**src/rtl/ctl_input_cond.sv**
```systemverilog
module ctl_input_cond #(
  parameter int VEC_W   = 8,
  parameter int NMI_VEC = 2,
  parameter int RST_MIN = 4,
  parameter int SYNC_N  = 2
) (
  input  logic             clk,
  input  logic             rst_pin,
  input  logic             intr_pin,
  input  logic             nmi_pin,
  input  logic             test_pin,
  input  logic             int_en,
  input  logic             instr_end,
  input  logic             wait_req,
  input  logic [VEC_W-1:0] ext_vector,
  output logic             take_int,
  output logic [VEC_W-1:0] int_type,
  output logic             wait_stall,
  output logic             core_rst
);
  localparam int CW = $clog2(RST_MIN + 1);
  localparam logic [CW-1:0] RCNT_TOP = CW'(RST_MIN - 1);

  logic [SYNC_N-1:0] rst_sr, intr_sr, nmi_sr, test_sr;
  logic rst_s, intr_s, nmi_s, test_s;
  logic nmi_d, nmi_edge, nmi_pend;
  logic [CW-1:0] rcnt;

  always_ff @(posedge clk) begin
    rst_sr  <= {rst_sr[SYNC_N-2:0],  rst_pin};
    intr_sr <= {intr_sr[SYNC_N-2:0], intr_pin};
    nmi_sr  <= {nmi_sr[SYNC_N-2:0],  nmi_pin};
    test_sr <= {test_sr[SYNC_N-2:0], test_pin};
  end

  assign rst_s  = rst_sr[SYNC_N-1];
  assign intr_s = intr_sr[SYNC_N-1];
  assign nmi_s  = nmi_sr[SYNC_N-1];
  assign test_s = test_sr[SYNC_N-1];

  always_ff @(posedge clk) begin
    if (!rst_s)               rcnt <= '0;
    else if (rcnt < RCNT_TOP) rcnt <= rcnt + 1'b1;
    core_rst <= rst_s && (rcnt == RCNT_TOP);
  end

  assign nmi_edge = nmi_s & ~nmi_d;

  always_ff @(posedge clk) begin
    nmi_d <= nmi_s;
    if (core_rst) nmi_pend <= 1'b0;
    else          nmi_pend <= (nmi_pend & ~instr_end) | nmi_edge;
  end

  assign take_int   = ~core_rst & instr_end & (nmi_pend | (intr_s & int_en));
  assign int_type   = nmi_pend ? VEC_W'(NMI_VEC) : ext_vector;
  assign wait_stall = ~core_rst & wait_req & test_s;
endmodule


```
**config.mk**
```make
export PLATFORM = sky130hd
export DESIGN_NAME = ctl_input_cond
export DESIGN_NICKNAME = d
export VERILOG_FILES = /design/src/rtl/ctl_input_cond.sv
export SDC_FILE = /design/constraint.sdc
export NUM_CORES = 1
export LEC_CHECK = 0
export CAP_MARGIN = 10
export CORE_AREA = 3 3 40 42
export CTS_BUF_LIST = sky130_fd_sc_hd__clkbuf_8
export DETAILED_ROUTE_END_ITERATION = 12
export DIE_AREA = 0 0 43 45
export GPL_TIMING_DRIVEN = 0
export PLACE_DENSITY_LB_ADDON = 0.3
export SETUP_SLACK_MARGIN = 0.02
export SLEW_MARGIN = 20
export SYNTH_ARGS = -nofsm -noshare
export SYNTH_HDL_FRONTEND = slang
export SYNTH_SLANG_ARGS = --single-unit
```
**constraint.sdc**
```tcl
create_clock -name clk -period 2.8 [get_ports clk]
set_clock_uncertainty 0.15 [all_clocks]
set_input_delay 0.7 -clock clk [delete_from_list [all_inputs] [get_ports clk]]
set_output_delay 0.7 -clock clk [all_outputs]
set_load 0.02 [all_outputs]
```
==> reports/metrics.yaml <==
status: "finished clean"
holdPathStages: 0
period_minus_slack_ns: 2.75
cts_sinks: 14
antenna_found_initial: 0
drt-wirelength-per-cell_um: 11.1
clkPwrFrac_pct: 33.2
via_per_inst: 4.54
power_density_nw_per_um2: 714
final_cell_mix: "clkdlybuf4s50_1 (20), dfxtp_1 (14), nor2b_1 (7), dlymetal6s2s_1 (5), clkbuf_8 (4)"
grt_max_degree: 11
p_sw_share_pct: 25.0
synth-compound-area-share_pct: 9.94
numPortBuffers: 26
clock_latency_ns: 0.24
path_max_fanout: 1
vias: 386
reg2reg_slack_ns: 1.54
drive_above_1_share_pct: 7.14
clockBufferDepth: 2
die_h_um: 45
hold_end: "rst_sr[1]$_DFF_P_"
path_clk_slew_ns: 0.05
dr.pass1.iters: 3
initialDrtViolationCount: 1
drt-total-wl_um: 944
max_stage_delay_ns: 0.54
avgSynthCellArea_um2: 11.3
maxSlewViolCount: 0
synth_cells: 40
hold_start: "rst_sr[0]$_DFF_P_"
r2r_end: "rcnt[2]$_SDFFE_PN0N_"
rows: 13
synthXorXnorAreaFrac_pct: 0
synth_mux_area_share_pct: 0
cts.htree.levels: 1
ioPinCount: 27
power_frac_comb_pct: 22.8
fillers: 116
r2r_cells: 4
layout.nets: 89
synth.distinct_cells: 16
synth-adder-area-share_pct: 5.52
finalHoldViolations: 0
instances_no_fill: 85
synth_top_family_by_area: "simple AND/OR/NAND/NOR gates"
reg2reg_from: "rcnt[0]$_SDFFE_PN0N_"
synth_area_um2: 453
ys_seq_area_share_pct: 61.9
crit_chain: "clkdlybuf4s50_1, or2_2, clkdlybuf4s50_1"
cts-root-buf: "clkbuf_8"
grt_pass1_wl_mm: 1.50
yosysWarnings: 0
ant_nets: 0
hp-class: "reg2reg"
die_w_um: 43
layout_commonest_cell: "clkdlybuf4s50_1"
place_congestion: 0.721
cp-end-kind: "output pin"
critPathSlowestCell: "clkdlybuf4s50_1"
areaGrowthSynthToFinish_pct: 76.2
arrival_ns: 1.90
setup_slack_ns: 0.0522
path_common_cell: "clkdlybuf4s50_1"
period_share_pct: 98.1
dp_slack_ns: -0.0656
leakage_nw: 0.391
overflow: 0
p_switching_w: 0.000143
drc: 0
peakVddDrop_mv: 0.388
grt_pass1_vias: 336
die_area_um2: 1940
cts_tree: "yes"
internal_power_w: 0.000427
synth_fp_nets: 58
setup_viol: 0
coreArea_um2: 1280
start_util_pct: 35.2
cp-start-kind: "primary input"
ys_ff_latch: 14
maxCapViolCount: 0
synth-simple-area-share_pct: 21.8
p_seq_share_pct: 44.0
grt_usage_pct: 11.1
n_antenna_cell: 0
max_freq_mhz: 364
required_ns: 1.95
critical_path_class: "in2out"
numCtsBuffers: 3
rsz0062_at_grt: "no"
tightest_slew_ns: 0.293
dp_cells: 81
finalPower_w: 0.000570
relSlewSlack_pct: 80.4
[metrics by stage]
stage	util, %	instance area (um^2)	setup TNS, ns	hold WS (ns)
detailed placement	57.0	732	-0.0656	0.167
CTS	61.1	786	0	0.181
finish	62.1	798	0	0.178
global route	62.1	798	0	0.187
global placement	57.0	732	-0.0648	0.161
floorplan	-	453	0	0.160
[critical path, delay by kind of cell]
kind          cells  cell delay [ns]
buf+inv           2             0.93
simple gates      1             0.27
[power groups by stage]
stage,registers (W),clock network [W],logic [W]
floorplan,0.000252,0,0.0000708
global placement,0.000254,0,0.000130
detailed placement,0.000256,0,0.000135
CTS,0.000252,0.000197,0.000134
global route,0.000256,0.000208,0.000145
finish,0.000251,0.000189,0.000130
[Yosys cell counts, drive strengths merged]
library cell   n  area share (%)
a21boi         1             1.7
a21oi          3             3.3
and2           1             1.4
dfxtp         14              62
ha             2             5.5
inv            1            0.83
nand2          1            0.83
nand2b         3             4.1
nor2           1            0.83
nor2b          7             9.7
nor3b          1             1.7
o211a          1             2.2
o21a           1             1.7
o21ai          1             1.1
or2            1             1.4
or3b           1             1.9
[state kept, by name (all words and copies together), names as in the netlist]
register,cells
core_rst,1
intr_sr,2
nmi_d,1
nmi_pend,1
nmi_sr,2
rcnt,3
rst_sr,2
test_sr,2
[kinds of logic (layout without fill, tap and decap cells)]
family	after synthesis	in the layout
buffers and inverters	1	31
adder cells (fa/ha/maj)	2	2
AO/OA/AOI/OAI	7	7
AND/OR/NAND/NOR	16	16
flip-flops	14	14
[final cells by class]
| type | count | area (um^2) | share of cell area, % |
|---|---|---|---|
| multi-input combinational | 25 | 169 | 21.2 |
| timing repair buffer | 26 | 272 | 34.0 |
| sequential | 14 | 280 | 35.1 |
| clock buffer | 4 | 55.1 | 6.90 |
| tap | 15 | 18.8 | 2.35 |
| inverter | 1 | 3.75 | 0.470 |
[worst max-delay path by stage]
| stage | to | cells past startpoint | start | slack (ns) |
|---|---|---|---|---|
| 2_1_floorplan | take_int | 2 | int_en | 0.67 |
| 3_3_place_gp | take_int | 4 | int_en | -0.06 |
| 3_5_place_dp | take_int | 4 | int_en | -0.07 |
| 4_1_cts | int_type[7] | 3 | ext_vector[7] | 0.04 |
| 5_1_grt | int_type[4] | 3 | ext_vector[4] | 0.02 |
| 6_report | int_type[1] | 3 | ext_vector[1] | 0.05 |
[metal layers]
layer  global-route usage (%)  vias up  part of all wire, %
met5                        0        -                    0
met4                     5.42        0                 0.74
met3                     7.17        2                   15
met2                     16.5       26                   42
met1                     12.3      165                   42
li1                         -      193                    -
[what timing repair did]
action / CTS / global route
hold buffers: 0 / 0
setup buffers: 0 / 0
endpoints found under the setup margin: 1 / 5
gates resized for setup: 1 / 5
(Power assumes the default switching activity.)
